$ cat src/rtl/wdt_regs_pkg.sv
package wdt_regs_pkg;
  localparam int unsigned AW = 2;

  typedef enum logic [1:0] {
    SZ_BYTE = 2'd0,
    SZ_HALF = 2'd1,
    SZ_WORD = 2'd2
  } acc_size_e;

  localparam logic [AW-1:0] OFS_CTL  = 2'd0;
  localparam logic [AW-1:0] OFS_CNT  = 2'd1;
  localparam logic [AW-1:0] OFS_RCSR = 2'd3;
endpackage

$ cat src/rtl/wdt_wr_decode.sv
module wdt_wr_decode
  import wdt_regs_pkg::*;
#(
  parameter int unsigned DW       = 8,
  parameter logic [DW-1:0] KEY_LD = 8'h5A,
  parameter logic [DW-1:0] KEY_AL = 8'hA5
) (
  input  logic            sel_i,
  input  logic            we_i,
  input  logic [AW-1:0]   addr_i,
  input  logic [1:0]      size_i,
  input  logic [1:0]      be_i,
  input  logic [2*DW-1:0] wdata_i,
  output logic            wr_cnt_o,
  output logic            wr_ctl_o,
  output logic            wr_clr_o,
  output logic            wr_rctl_o
);
  logic [DW-1:0] key, lo;
  logic          ok, hi_word;

  assign key     = wdata_i[2*DW-1:DW];
  assign lo      = wdata_i[DW-1:0];
  assign hi_word = addr_i[1];

  // legal write shape: 16-bit, both lanes, even offset
  assign ok = sel_i && we_i && (acc_size_e'(size_i) == SZ_HALF)
              && (be_i == 2'b11) && !addr_i[0];

  assign wr_cnt_o  = ok && !hi_word && (key == KEY_LD);
  assign wr_ctl_o  = ok && !hi_word && (key == KEY_AL);
  assign wr_clr_o  = ok &&  hi_word && (key == KEY_AL) && (lo == '0);
  assign wr_rctl_o = ok &&  hi_word && (key == KEY_LD);
endmodule

$ cat src/rtl/wdt_byte_reg.sv
module wdt_byte_reg #(
  parameter int unsigned DW = 8
) (
  input  logic          clk_i,
  input  logic          rst_ni,
  input  logic          we_i,
  input  logic [DW-1:0] d_i,
  output logic [DW-1:0] q_o
);
  always_ff @(posedge clk_i or negedge rst_ni) begin
    if (!rst_ni)   q_o <= '0;
    else if (we_i) q_o <= d_i;
  end
endmodule

$ cat src/rtl/wdt_rst_csr.sv
module wdt_rst_csr #(
  parameter int unsigned DW      = 8,
  parameter int unsigned OVF_BIT = 7,
  parameter int unsigned EN_BIT  = 6,
  parameter int unsigned SEL_BIT = 5
) (
  input  logic          clk_i,
  input  logic          rst_ni,
  input  logic          clr_i,
  input  logic          ld_i,
  input  logic          en_d_i,
  input  logic          sel_d_i,
  input  logic          ovf_set_i,
  output logic          ovf_o,
  output logic          en_o,
  output logic          sel_o,
  output logic [DW-1:0] csr_o
);
  always_ff @(posedge clk_i or negedge rst_ni) begin
    if (!rst_ni) begin
      ovf_o <= 1'b0;
      en_o  <= 1'b0;
      sel_o <= 1'b0;
    end else begin
      if (ovf_set_i)  ovf_o <= 1'b1;   // set beats clear
      else if (clr_i) ovf_o <= 1'b0;
      if (ld_i) begin
        en_o  <= en_d_i;
        sel_o <= sel_d_i;
      end
    end
  end

  for (genvar i = 0; i < DW; i++) begin : g_bit
    if (i == OVF_BIT)      begin : g_ovf assign csr_o[i] = ovf_o; end
    else if (i == EN_BIT)  begin : g_en  assign csr_o[i] = en_o;  end
    else if (i == SEL_BIT) begin : g_sel assign csr_o[i] = sel_o; end
    else                   begin : g_one assign csr_o[i] = 1'b1;  end
  end

  AST_OVF_SET_WINS: assert property (@(posedge clk_i) disable iff (!rst_ni)
    ovf_set_i |=> ovf_o);
  AST_OVF_CLEARED: assert property (@(posedge clk_i) disable iff (!rst_ni)
    (clr_i && !ovf_set_i) |=> !ovf_o);
  AST_CLR_KEEPS_CTRL: assert property (@(posedge clk_i) disable iff (!rst_ni)
    (clr_i && !ld_i) |=> ($stable(en_o) && $stable(sel_o)));
  AST_LD_KEEPS_FLAG: assert property (@(posedge clk_i) disable iff (!rst_ni)
    (ld_i && !clr_i && !ovf_set_i) |=> $stable(ovf_o));
endmodule

$ cat src/rtl/wdt_rd_mux.sv
module wdt_rd_mux
  import wdt_regs_pkg::*;
#(
  parameter int unsigned DW = 8
) (
  input  logic [AW-1:0] addr_i,
  input  logic [DW-1:0] ctl_i,
  input  logic [DW-1:0] cnt_i,
  input  logic [DW-1:0] rcsr_i,
  output logic [DW-1:0] rdata_o
);
  always_comb begin
    unique case (addr_i)
      OFS_CTL:  rdata_o = ctl_i;
      OFS_CNT:  rdata_o = cnt_i;
      OFS_RCSR: rdata_o = rcsr_i;
      default:  rdata_o = '0;
    endcase
  end
endmodule

$ cat src/rtl/wdt_keyed_regs.sv
module wdt_keyed_regs
  import wdt_regs_pkg::*;
#(
  parameter int unsigned DW       = 8,
  parameter logic [DW-1:0] KEY_LD = 8'h5A,
  parameter logic [DW-1:0] KEY_AL = 8'hA5,
  parameter int unsigned OVF_BIT  = 7,
  parameter int unsigned EN_BIT   = 6,
  parameter int unsigned SEL_BIT  = 5
) (
  input  logic            clk_i,
  input  logic            rst_ni,
  input  logic            bus_sel_i,
  input  logic            bus_we_i,
  input  logic [AW-1:0]   bus_addr_i,
  input  logic [1:0]      bus_size_i,
  input  logic [1:0]      bus_be_i,
  input  logic [2*DW-1:0] bus_wdata_i,
  output logic [DW-1:0]   bus_rdata_o,
  input  logic            ovf_pulse_i,
  output logic [DW-1:0]   cnt_val_o,
  output logic [DW-1:0]   ctl_o,
  output logic            cnt_load_o,
  output logic            ovf_flag_o,
  output logic            rst_en_o,
  output logic            rst_sel_o
);
  localparam int unsigned BW = 2 * DW;

  logic          wr_cnt, wr_ctl, wr_clr, wr_rctl;
  logic [DW-1:0] lo, rcsr;

  assign lo = bus_wdata_i[DW-1:0];

  wdt_wr_decode #(.DW(DW), .KEY_LD(KEY_LD), .KEY_AL(KEY_AL)) u_dec (
    .sel_i    (bus_sel_i),
    .we_i     (bus_we_i),
    .addr_i   (bus_addr_i),
    .size_i   (bus_size_i),
    .be_i     (bus_be_i),
    .wdata_i  (bus_wdata_i[BW-1:0]),
    .wr_cnt_o (wr_cnt),
    .wr_ctl_o (wr_ctl),
    .wr_clr_o (wr_clr),
    .wr_rctl_o(wr_rctl)
  );

  wdt_byte_reg #(.DW(DW)) u_cnt (
    .clk_i, .rst_ni, .we_i(wr_cnt), .d_i(lo), .q_o(cnt_val_o)
  );

  wdt_byte_reg #(.DW(DW)) u_ctl (
    .clk_i, .rst_ni, .we_i(wr_ctl), .d_i(lo), .q_o(ctl_o)
  );

  wdt_rst_csr #(.DW(DW), .OVF_BIT(OVF_BIT), .EN_BIT(EN_BIT), .SEL_BIT(SEL_BIT)) u_rcsr (
    .clk_i, .rst_ni,
    .clr_i    (wr_clr),
    .ld_i     (wr_rctl),
    .en_d_i   (lo[EN_BIT]),
    .sel_d_i  (lo[SEL_BIT]),
    .ovf_set_i(ovf_pulse_i),
    .ovf_o    (ovf_flag_o),
    .en_o     (rst_en_o),
    .sel_o    (rst_sel_o),
    .csr_o    (rcsr)
  );

  wdt_rd_mux #(.DW(DW)) u_rd (
    .addr_i(bus_addr_i), .ctl_i(ctl_o), .cnt_i(cnt_val_o),
    .rcsr_i(rcsr), .rdata_o(bus_rdata_o)
  );

  // reload strobe, aligned with the new count value
  always_ff @(posedge clk_i or negedge rst_ni) begin
    if (!rst_ni) cnt_load_o <= 1'b0;
    else         cnt_load_o <= wr_cnt;
  end

  AST_ONE_TARGET: assert property (@(posedge clk_i) disable iff (!rst_ni)
    $onehot0({wr_cnt, wr_ctl, wr_clr, wr_rctl}));
  AST_CNT_LOADED: assert property (@(posedge clk_i) disable iff (!rst_ni)
    wr_cnt |=> (cnt_load_o && cnt_val_o == $past(lo)));
  AST_LOAD_ONLY_ON_WRITE: assert property (@(posedge clk_i) disable iff (!rst_ni)
    !wr_cnt |=> (!cnt_load_o && $stable(cnt_val_o)));
  AST_CTL_HELD: assert property (@(posedge clk_i) disable iff (!rst_ni)
    !wr_ctl |=> $stable(ctl_o));
  AST_NO_WRITE_ON_READ: assert property (@(posedge clk_i) disable iff (!rst_ni)
    !bus_we_i |-> !(wr_cnt || wr_ctl || wr_clr || wr_rctl));
endmodule

$ cat config.mk
export PLATFORM = sky130hd
export DESIGN_NAME = wdt_keyed_regs
export DESIGN_NICKNAME = d
export VERILOG_FILES = /design/src/rtl/wdt_regs_pkg.sv /design/src/rtl/wdt_wr_decode.sv /design/src/rtl/wdt_byte_reg.sv /design/src/rtl/wdt_rst_csr.sv /design/src/rtl/wdt_rd_mux.sv /design/src/rtl/wdt_keyed_regs.sv
export SDC_FILE = /design/constraint.sdc
export NUM_CORES = 1
export LEC_CHECK = 0
export ABC_AREA = 1
export BUFFER_PORTS_ARGS = -buffer_cell sky130_fd_sc_hd__buf_4
export CELL_PAD_IN_SITES_DETAIL_PLACEMENT = 1
export CELL_PAD_IN_SITES_GLOBAL_PLACEMENT = 1
export CORE_MARGIN = 2
export CORE_UTILIZATION = 35
export CTS_BUF_LIST = sky130_fd_sc_hd__clkbuf_4 sky130_fd_sc_hd__clkbuf_8
export DETAILED_ROUTE_END_ITERATION = 16
export GPL_ROUTABILITY_DRIVEN = 0
export GPL_TIMING_DRIVEN = 1
export HOLD_SLACK_MARGIN = 0.05
export PLACE_DENSITY = 0.85
export SKIP_CTS_REPAIR_TIMING = 1
export SYNTH_ARGS = -nofsm -noshare
export SYNTH_HDL_FRONTEND = slang
export SYNTH_HIERARCHICAL = 1
export SYNTH_SLANG_ARGS = --single-unit
$ cat constraint.sdc
create_clock -name clk_i -period 1.1 [get_ports clk_i]
set_input_delay 0 -clock clk_i [delete_from_list [all_inputs] [get_ports clk_i]]
set_output_delay 0 -clock clk_i [all_outputs]
set_load 0.02 [all_outputs]
---- Word-level counts from Yosys, hierarchy flattened ----
Index checks and enable logic that the tools add are counted.
storage, ports and cells
  bits in registers ....................... 20
  output and inout bits ................... 28
  word-level logic and storage cells ...... 31
operators by class
  eq/ne operators ......................... 6
  reduce and logical (&&, ||, !) cells .... 16
  mux-type cells .......................... 3
operator list
  kind                                                                    count
  8-bit case mux with 3 select lines                                      1
  1-bit logical AND                                                       11
  8-bit by 7-bit equality test with 1-bit output (second input constant)  1
  8-bit equality test (second input constant)                             1
  8-bit logical NOT                                                       1
  2-bit by 1-bit equality test with 1-bit output (second input constant)  2
  2-bit equality test (second input constant)                             2
  1-bit logical NOT                                                       2
  2-bit logical NOT                                                       1
  1-bit 2-to-1 mux                                                        2
  2-bit nonzero test                                                      1

---- Depth between registers and ports, before layout ----
Gate-level depths: netlist (run 1).
  word-level depth ........................ 9
  mapped depth ............................ 10
  mapped depth without buffers ............ 9

---- Hierarchy ----
The synthesis (run 1) kept the hierarchy.
by module, submodules not included
  module          area an instance (sq um)  cells each  times used
  wdt_byte_reg    305.3                     34          2
  wdt_rd_mux      198.9                     37          1
  wdt_rst_csr     180.2                     23          1
  wdt_wr_decode   161.4                     40          1
  wdt_keyed_regs  25.0                      1           1

---- Worst setup path after synthesis (run 1) ----
No wires, ideal clock.
  path kind ............................... reg-to-output
  from .................................... register u_rcsr.sel_o
  to ...................................... output bus_rdata_o[5]
  path slack .............................. 0.245 ns
  arrival time ............................ 0.855 ns
  required time ........................... 1.100 ns
  cell stages (with the launch flop) ...... 4
  buffers on the path ..................... 1
  cells stage by stage .................... dfrtp_1 -> buf_4 -> nand3_1 -> nand3_1
between the ends
  word-level cells in the longest chain between the ends .. 1
RTL lines
  element                             RTL line              RTL
  start: declaration                  wdt_rst_csr.sv:16     output logic sel_o,
  start signal: assignment            wdt_rst_csr.sv:29     sel_o <= sel_d_i;
  8-bit case mux with 3 select lines  wdt_rd_mux.sv:13      unique case (addr_i)
  end: declaration                    wdt_keyed_regs.sv:19  output logic [DW-1:0] bus_rdata_o,
Every way passes these cells.

---- Final worst setup path (run 1) ----
  from .................................... register u_cnt.q_o[2]
  to ...................................... output bus_rdata_o[2]
between the ends
  word-level cells in the longest chain between the ends .. 1
RTL lines
  element                             RTL line            RTL
  start: declaration                  wdt_byte_reg.sv:8   output logic [DW-1:0] q_o
  start signal: assignment            wdt_byte_reg.sv:12  else if (we_i) q_o <= d_i;
  8-bit case mux with 3 select lines  wdt_rd_mux.sv:13
Every way passes these cells.

==> run_results.csv, run 1 <==
group,metric,value,unit
status,status,"completed",
routing,drt_pre_antenna_iters,4,
die,placementRows,21,
power,cell_internal_pwr,983,uW
synth,syn-cell-area,0.00118,mm^2
timing,timing.final.crit_share,97.7,%
clock_tree,clk_latency,0.29,ns
cells_and_area,finish.net_count,269,
worst_hold_path,tightest_hold_check_type,"in2async",
die,core_area,0.00328,mm^2
timing,final_period_minus_worst_setup_slack,1.07,ns
timing,maxSlewViolCount,0,
cells_and_area,layout-drive-gt1-share,32.5,%
critical_path,r2r_cells,4,
synth,synthDominantAreaCellType,"sky130_fd_sc_hd__dfrtp_1",
synth,seq_area_frac_synth,42.6,%
critical_path,endpoint_kind_of_the_worst_setup_timing_path,"output pin",
synth,avgSynthCellArea,6.96,um^2
synth,synth.ff_latch_count,20,
power,p_comb_share,17.8,%
die,initial_utilization,35.8,%
die,die-width,62.0,um
cells_and_area,layout-area-overhead-vs-synth,50.6,%
power,power_per_cell_area,739,mW/mm^2
timing,final.hold.worst_slack,0.113,ns
global_route,antenna_violations_before_repair,0,
synth,synthMostInstantiatedCell,"sky130_fd_sc_hd__nand2_1",
synth,netlist_top_cells_count,"sky130_fd_sc_hd__nand2_1, sky130_fd_sc_hd__nand3_1, sky130_fd_sc_hd__dfrtp_1",
timing,fin_setup_tns,0,ns
clock_tree,clk_transition_reported_paths,0.11,ns
timing,hold_viol_final,0,
routing,vias,1337,
die,dieHeight,62.0,um
clock_tree,cts-buffers-inserted,3,
die,floorplan.die_area,0.00384,mm^2
critical_path,setup.worst_path.class,"reg2out",
routing,postRouteAntennaNets,0,
die,top_level_ports,55,
critical_path,startpoint_class_of_the_critical_path,"flip-flop",
critical_path,crit_required,1.10,ns
power,p_leak,0.00101,uW
critical_path,reg_to_reg_startpoint,"u_cnt/q_o[0]",
synth,async_flop_share,100,%
clock_tree,h_tree_depth,1,
critical_path,critical_path_peak_fanout,3,
global_route,gr-total-overflow,0,
power,peakVddDrop,0.303,mV
global_route,grt_pass1_wl,5330,um
critical_path,regToRegEndpoint,"u_cnt/q_o[0]",
global_route,grt_use_total,18.9,%
clock_tree,clk_path_buf_depth,2,
synth,yosys.area.top_type_share,42.6,%
power,pwr-share-seq,56.2,%
synth,synthesis.yosys.warnings,6,
synth,postSynthCellCount,169,
job,drv_cap,0,
routing,drt-wirelength-per-cell,13.8,um
routing,route.detailed.drc,0,
power,switching_share,24.9,%
clock_tree,cts.sink_count,20,
placed_design,place_hpwl,2810,um
power,clock_power_share,26.0,%
cells_and_area,antenna_cells,0,
clock_tree,clock_tree_from_tritoncts,"built",
critical_path,ff2ff_setup_slack,0.23,ns
routing,routed_wirelength,3940,um
routing,route.detailed.vias_per_inst,4.67,
timing,clock-skew-final,0,ns
timing,setup_viol,0,
global_route,first_global_vias,1159,
clock_tree,ctsRootBufferMaster,"sky130_fd_sc_hd__clkbuf_4",
synth,synth.top_cells.by_area,"sky130_fd_sc_hd__dfrtp_1, sky130_fd_sc_hd__nand2_1, sky130_fd_sc_hd__nand3_1",
timing,max_freq,0.931,GHz
synth,ys_types,13,
synth,synth-edff-count,0,
routing,detail_route.iter0.violations,26,
synth,yosys_most_used_dff,"sky130_fd_sc_hd__dfrtp_1",
critical_path,critical_path_arrival,1.07,ns
global_route,grt_start_max_net_pins,21,
placed_design,numPortBuffers,54,
power,total_switching_power,326,uW
## kinds of logic (layout without fill, tap and decap cells)
logic type	after synthesis	after routing	synth area share [%]
AND/OR/NAND/NOR	121	121	42.8
flip-flops	20	20	42.6
buffers and inverters	27	94	14.4
other	1	5	0.319
## worst max path at each step
stage                     endpoint      startpoint  cells past startpoint  slack [ns]
CTS                 bus_rdata_o[3]    u_cnt/q_o[3]                      3        0.03
detailed placement    u_ctl/q_o[7]   bus_addr_i[0]                      9       -0.06
global route          u_rcsr/ovf_o  bus_wdata_i[3]                     10       -0.05
floorplan           bus_rdata_o[5]    u_rcsr/sel_o                      3        0.25
global placement      u_ctl/q_o[5]   bus_size_i[1]                      9        0.01
finish              bus_rdata_o[2]    u_cnt/q_o[2]                      3        0.03
## flip-flops by register name (all words and copies together) (netlist names)
| register | count |
|---|---|
| u_rcsr/sel_o | 1 |
| u_rcsr/ovf_o | 1 |
| u_cnt/q_o | 8 |
| u_ctl/q_o | 8 |
| u_rcsr/en_o | 1 |
| cnt_load_o | 1 |
## cells in the final DEF, fill, tap and decap left out, drive strengths merged
| cell | instances |
|---|---|
| buf | 67 |
| clkbuf | 3 |
| conb | 5 |
| dfrtp | 20 |
| dlygate4sd3 | 10 |
| inv | 14 |
| nand2 | 78 |
| nand3 | 25 |
| nand3b | 1 |
| nor2 | 16 |
| nor3 | 1 |
## final cells by class
type                       instances  area, um^2
tap                               46        57.6
multi-input combinational        126         532
clock buffer                       3        22.5
timing repair buffer              77         607
inverter                          14        52.6
sequential                        20         500
fill                             454        1510
## metal layers
metal / vias to the layer above / GRT usage (%) / wire length [um]
met1: 632 / 26.0 / 1660
met3: 8 / 2.07 / 148
met2: 46 / 30.8 / 2030
met4: 0 / 6.99 / 106
met5: - / 0 / 0
li1: 651 / - / -
## power by group through the flow
stage | clock [uW] | combinational (uW) | sequential, uW
final | 340 | 233 | 736
after global routing | 382 | 258 | 736
after CTS | 353 | 201 | 736
after detailed placement | 0 | 201 | 750
after global placement | 0 | 198 | 750
after floorplan | 0 | 91.2 | 751
## worst max-delay path, stage by stage, from the launching register on
cell and delay, ns:
sky130_fd_sc_hd__dfrtp_1 0.44, sky130_fd_sc_hd__nand3_1 0.10, sky130_fd_sc_hd__nand3_1 0.07, sky130_fd_sc_hd__buf_4 0.16
## per-stage QoR
stage | setup WS [ns] | cells | instance area (um^2) | utilization (%) | total power, uW
after floorplan | 0.245 | 173 | 1190 | - | 842
after global placement | 0.0116 | 264 | 1570 | 47.7 | 948
after detailed placement | -0.0649 | 264 | 1570 | 47.7 | 951
after CTS | 0.0265 | 267 | 1590 | 48.4 | 1290
after global routing | -0.0539 | 286 | 1770 | 53.9 | 1380
final | 0.0256 | 286 | 1770 | 53.9 | 1310
(Power assumes the default switching activity.)
==> run 2, diff against run 1 <==
--- a/config.mk
+++ b/config.mk
@@ -7,16 +7,14 @@
 export LEC_CHECK = 0
 export ABC_AREA = 1
 export BUFFER_PORTS_ARGS = -buffer_cell sky130_fd_sc_hd__buf_4
-export CELL_PAD_IN_SITES_DETAIL_PLACEMENT = 1
-export CELL_PAD_IN_SITES_GLOBAL_PLACEMENT = 1
 export CORE_MARGIN = 2
-export CORE_UTILIZATION = 35
+export CORE_UTILIZATION = 40
 export CTS_BUF_LIST = sky130_fd_sc_hd__clkbuf_4 sky130_fd_sc_hd__clkbuf_8
 export DETAILED_ROUTE_END_ITERATION = 16
 export GPL_ROUTABILITY_DRIVEN = 0
 export GPL_TIMING_DRIVEN = 1
 export HOLD_SLACK_MARGIN = 0.05
-export PLACE_DENSITY = 0.85
+export PLACE_DENSITY = 0.68
 export SKIP_CTS_REPAIR_TIMING = 1
 export SYNTH_ARGS = -nofsm -noshare
 export SYNTH_HDL_FRONTEND = slang
==> run_results.csv, run 2 (synthesis gave the netlist of run 1 again) <==
group,metric,value,unit
placed_design,numPortBuffers,54,
power,power_per_cell_area,767,mW/mm^2
worst_hold_path,tightest_hold_check_type,"in2reg",
global_route,gr-total-overflow,0,
routing,drt-wirelength-per-cell,11.9,um
die,placementRows,19,
clock_tree,cts-buffers-inserted,3,
critical_path,endpoint_kind_of_the_worst_setup_timing_path,"output pin",
timing,setup_viol,0,
global_route,grt_start_max_net_pins,21,
critical_path,worst_path_most_repeated_cell,"sky130_fd_sc_hd__nand3_2",
critical_path,startpoint_class_of_the_critical_path,"flip-flop",
cells_and_area,antenna_cells,0,
critical_path,setup.worst_path.class,"reg2out",
timing,max_freq,0.959,GHz
timing,timing.final.crit_share,94.8,%
routing,drt_pre_antenna_iters,4,
timing,final.hold.worst_slack,0.0220,ns
power,p_leak,0.00106,uW
die,top_level_ports,55,
cells_and_area,multi_input_comb_area,552,um^2
clock_tree,clk_transition_reported_paths,0.11,ns
critical_path,critical_path_max_stage_delay,0.43,ns
cells_and_area,layout-drive-gt1-share,35.5,%
clock_tree,cts.sink_count,20,
worst_hold_path,hold_depth,4,
clock_tree,ctsRootBufferMaster,"sky130_fd_sc_hd__clkbuf_4",
global_route,grt_util_met2,34.4,%
cells_and_area,register_area,500,um^2
critical_path,path_cells,"nand3_2 > nand3_2 > buf_6",
critical_path,r2r_cells,3,
cells_and_area,final_cell_area,0.00182,mm^2
timing,final_period_minus_worst_setup_slack,1.04,ns
timing,maxSlewViolCount,0,
die,core_area,0.00278,mm^2
clock_tree,clk_path_buf_depth,2,
die,initial_utilization,42.3,%
global_route,global_route.usage.met3,3.13,%
global_route,grt_most_used_layer,"met2",
clock_tree,h_tree_depth,1,
die,die-width,58.2,um
placed_design,place_hpwl,2210,um
status,status,"completed",
global_route,antenna_violations_before_repair,0,
die,dieHeight,58.2,um
routing,route.detailed.drc,0,
routing,vias,1324,
power,peakVddDrop,0.571,mV
cells_and_area,finish.net_count,273,
routing,route.detailed.vias_per_inst,4.80,
cells_and_area,number_of_inserted_filler_cells_in_the_final_layout,253,
critical_path,critical_path.slowest_cell,"sky130_fd_sc_hd__dfrtp_1",
routing,detail_route.iter0.violations,35,
cells_and_area,reg_top3,"u_cnt/q_o: 8 flops, u_ctl/q_o: 8 flops",
critical_path,critical_path_peak_fanout,3,
job,drv_cap,0,
clock_tree,clock_tree_from_tritoncts,"built",
timing,fin_setup_tns,0,ns
global_route,grt_pass1_wl,5020,um
critical_path,critical_path_arrival,1.04,ns
cells_and_area,layout-area-overhead-vs-synth,55.1,%
timing,hold_viol_final,0,
critical_path,crit_required,1.10,ns
die,floorplan.die_area,0.00339,mm^2
clock_tree,clk_latency,0.30,ns
timing,clock-skew-final,0,ns
global_route,grt_use_total,19.6,%
routing,postRouteAntennaNets,0,
routing,routed_wirelength,3280,um
cells_and_area,most_common_cell_after_layout_fill_and_taps_aside,"sky130_fd_sc_hd__nand2_1",
cells_and_area,layout.cells.most_common_list,"sky130_fd_sc_hd__nand2_1, sky130_fd_sc_hd__buf_4, sky130_fd_sc_hd__dfrtp_1",
placed_design,worst_slack_after_detailed_placement,0.0491,ns
placed_design,detailed_place.area,0.00155,mm^2
global_route,grt_use_met1,23.7,%
timing,final_setup_margin,0.0568,ns
global_route,first_global_vias,1165,
==> run 2: cell type report <==
class	count	area share, %
repair buffers	81	35.3
inverters	14	2.88
clock buffers	4	1.99
flip-flops and latches	20	27.4
multi-input cells	126	30.2
well taps	31	2.13
==> run 2: final timing paths <==
| path | start | endpoint | slack [ns] |
|---|---|---|---|
| max reg2reg | u_cnt/q_o[5] | u_cnt/q_o[5] | 0.34 |
| min reg2reg | u_ctl/q_o[2] | u_ctl/q_o[2] | 0.51 |
| max in group asynchronous | rst_ni | u_cnt/q_o[6] | 0.80 |
| max | u_cnt/q_o[6] | bus_rdata_o[6] | 0.06 |
| min in group asynchronous | rst_ni | u_ctl/q_o[4] | 0.10 |
| min | bus_wdata_i[15] | cnt_load_o | 0.02 |
==> run 2: metrics by stage <==
step	total power, uW	utilization, %	instances
finish	1400	65.6	276
global placement	946	55.7	249
CTS	1380	57.0	253
detailed placement	951	55.7	249
global route	1470	65.6	276
floorplan	842	-	173
==> run 2: per-layer routing <==
layer  wire (um)  part of all wire (%)
met5           0                     0
met4          78                   2.4
met3         211                   6.4
met2        1680                    51
met1        1310                    40
==> run 2: worst max-delay path: cells and delay by family (launching register included) <==
family	cells	cell delay (ns)
buf+inv	1	0.13
simple gates	2	0.18
flops	1	0.43
==> run 2: report_power, final <==
part	switching, uW	internal (uW)	leakage, uW
registers	0.350	735	0.000274
clock network	227	202	0.0000210
logic	115	120	0.000762
total	342	1060	0.00106
==> run 3, diff against run 2 <==
--- a/config.mk
+++ b/config.mk
@@ -14,7 +14,7 @@
 export GPL_ROUTABILITY_DRIVEN = 0
 export GPL_TIMING_DRIVEN = 1
 export HOLD_SLACK_MARGIN = 0.05
-export PLACE_DENSITY = 0.68
+export PLACE_DENSITY = 0.71
 export SKIP_CTS_REPAIR_TIMING = 1
 export SYNTH_ARGS = -nofsm -noshare
 export SYNTH_HDL_FRONTEND = slang
==> constraint.sdc (replaced) <==
create_clock -name clk_i -period 0.9 [get_ports clk_i]
set_input_delay 0 -clock clk_i [delete_from_list [all_inputs] [get_ports clk_i]]
set_output_delay 0 -clock clk_i [all_outputs]
set_load 0.02 [all_outputs]
==> run_results.csv, run 3 (synthesis gave the netlist of run 1 again) <==
group,metric,value,unit
timing,max_freq,0.938,GHz
cells_and_area,number_of_inserted_filler_cells_in_the_final_layout,247,
clock_tree,clock_tree_from_tritoncts,"built",
routing,vias,1351,
worst_hold_path,hold_path.startpoint,"bus_addr_i[1]",
global_route,grt_pass1_wl,4860,um
power,peakVddDrop,0.672,mV
global_route,grt_start_max_net_pins,21,
critical_path,timing.critical_path.from,"u_cnt/q_o[5]",
cells_and_area,antenna_cells,0,
critical_path,setup.worst_path.class,"reg2out",
cells_and_area,layout-drive-gt1-share,40.4,%
timing,final.hold.worst_slack,0.0887,ns
global_route,grt_use_total,19.1,%
critical_path,endpoint_kind_of_the_worst_setup_timing_path,"output pin",
die,top_level_ports,55,
routing,drt_pre_antenna_iters,4,
routing,detail_route.iter0.violations,84,
timing,final_setup_margin,-0.166,ns
power,p_leak,0.00117,uW
timing,hold_viol_final,0,
clock_tree,clk_path_buf_depth,2,
critical_path,startpoint_class_of_the_critical_path,"flip-flop",
global_route,gr-total-overflow,0,
power,switching_share,24.9,%
critical_path,crit_buf_inv,1,
routing,route.detailed.vias_per_inst,4.72,
clock_tree,cts-buffers-inserted,3,
routing,route.detailed.drc,0,
clock_tree,clk_transition_reported_paths,0.11,ns
die,die-width,58.2,um
job,drv_cap,0,
timing,setup_viol,19,
cells_and_area,finish.net_count,283,
status,status,"finished with violations",
routing,routed_wirelength,3490,um
global_route,antenna_violations_before_repair,0,
clock_tree,clk_latency,0.30,ns
clock_tree,h_tree_depth,1,
routing,drt-wirelength-per-cell,12.2,um
worst_hold_path,tightest_hold_check_type,"in2reg",
power,power_per_cell_area,853,mW/mm^2
timing,clock-skew-final,0,ns
placed_design,place_hpwl,2220,um
cells_and_area,reg_top3,"u_cnt/q_o: 8 flops, u_ctl/q_o: 8 flops",
global_route,first_global_vias,1055,
die,placementRows,19,
critical_path,worst_path_dominant_cell_family,"flip-flops",
power,total_switching_power,431,uW
timing,timing.final.crit_share,118,%
critical_path,critical_path_arrival,1.07,ns
timing,final_period_minus_worst_setup_slack,1.07,ns
critical_path,critical_path.slowest_cell,"sky130_fd_sc_hd__dfrtp_1",
clock_tree,ctsRootBufferMaster,"sky130_fd_sc_hd__clkbuf_4",
die,dieHeight,58.2,um
critical_path,critical_path_max_stage_delay,0.42,ns
die,floorplan.die_area,0.00339,mm^2
power,cell_internal_pwr,1300,uW
cells_and_area,layout.cells.most_common_list,"sky130_fd_sc_hd__nand2_1, sky130_fd_sc_hd__buf_4, sky130_fd_sc_hd__buf_6",
critical_path,path_cells,"nand3_1 > nand3_2 > buf_6",
cells_and_area,most_common_cell_after_layout_fill_and_taps_aside,"sky130_fd_sc_hd__nand2_1",
cells_and_area,layout-area-overhead-vs-synth,72.8,%
placed_design,numPortBuffers,54,
power,clock_power_share,30.7,%
critical_path,crit_required,0.90,ns
die,initial_utilization,42.3,%
clock_tree,cts.sink_count,20,
power,total_power,1730,uW
status,violations,"setup timing",
power,pwr-share-seq,51.9,%
die,core_area,0.00278,mm^2
critical_path,critical_path_peak_fanout,3,
power,p_comb_share,17.4,%
timing,rsz_0062_raised_after_global_routing,"true",
timing,maxSlewViolCount,0,
routing,postRouteAntennaNets,0,
critical_path,reg_to_reg_startpoint,"u_cnt/q_o[2]",
[run 3: power by group through the flow]
stage | Combinational (uW) | Sequential (uW) | Clock, uW
2_1_floorplan | 111 | 917 | 0
3_3_place_gp | 244 | 917 | 0
3_5_place_dp | 246 | 917 | 0
4_1_cts | 246 | 899 | 538
5_1_grt | 331 | 900 | 589
6_report | 301 | 899 | 533
[run 3: through the flow]
stage                     util [%]  instances  setup WS [ns]  area (um^2)  TNS (ns)
after floorplan                  -        173         0.0454         1190         0
after global routing          73.1        286         -0.208         2030     -2.92
final                         73.1        286         -0.166         2030     -1.91
after detailed placement      56.0        250         -0.134         1560     -2.01
after CTS                     57.3        254         -0.164         1590     -1.19
after global placement        56.0        250         -0.128         1560     -1.50
[run 3: final cells by class]
| type | instances | area (um^2) | area share [%] |
|---|---|---|---|
| Inverter | 14 | 52.6 | 2.59 |
| Sequential cell | 20 | 500 | 24.6 |
| Timing Repair Buffer | 91 | 825 | 40.6 |
| Multi-Input combinational cell | 126 | 579 | 28.5 |
| Tap cell | 31 | 38.8 | 1.91 |
| Clock buffer | 4 | 36.3 | 1.79 |
[run 3: worst paths after layout]
check,to,slack (ns),cells past startpoint
hold / removal,u_rcsr/ovf_o,0.09,6
hold reg to reg,u_ctl/q_o[5],0.53,2
setup reg to reg,u_cnt/q_o[2],0.04,4
min in group asynchronous,u_ctl/q_o[0],0.10,2
max in group asynchronous,u_ctl/q_o[4],0.59,2
setup / recovery,bus_rdata_o[5],-0.17,3
[run 3: per-layer routing]
metal	GRT usage (%)	share of wire [%]	routed length [um]
met4	5.98	1.5	51
met5	0	0	0
met1	24.6	42	1450
met2	32.3	50	1740
met3	3.57	7.0	243
[run 3: worst register-to-register path, cell delays in order, from the launching register on]
cell and delay [ns]:
sky130_fd_sc_hd__dfrtp_1 0.42, sky130_fd_sc_hd__buf_6 0.13, sky130_fd_sc_hd__buf_4 0.12, sky130_fd_sc_hd__nand2_1 0.05
sky130_fd_sc_hd__nand2_1 0.04
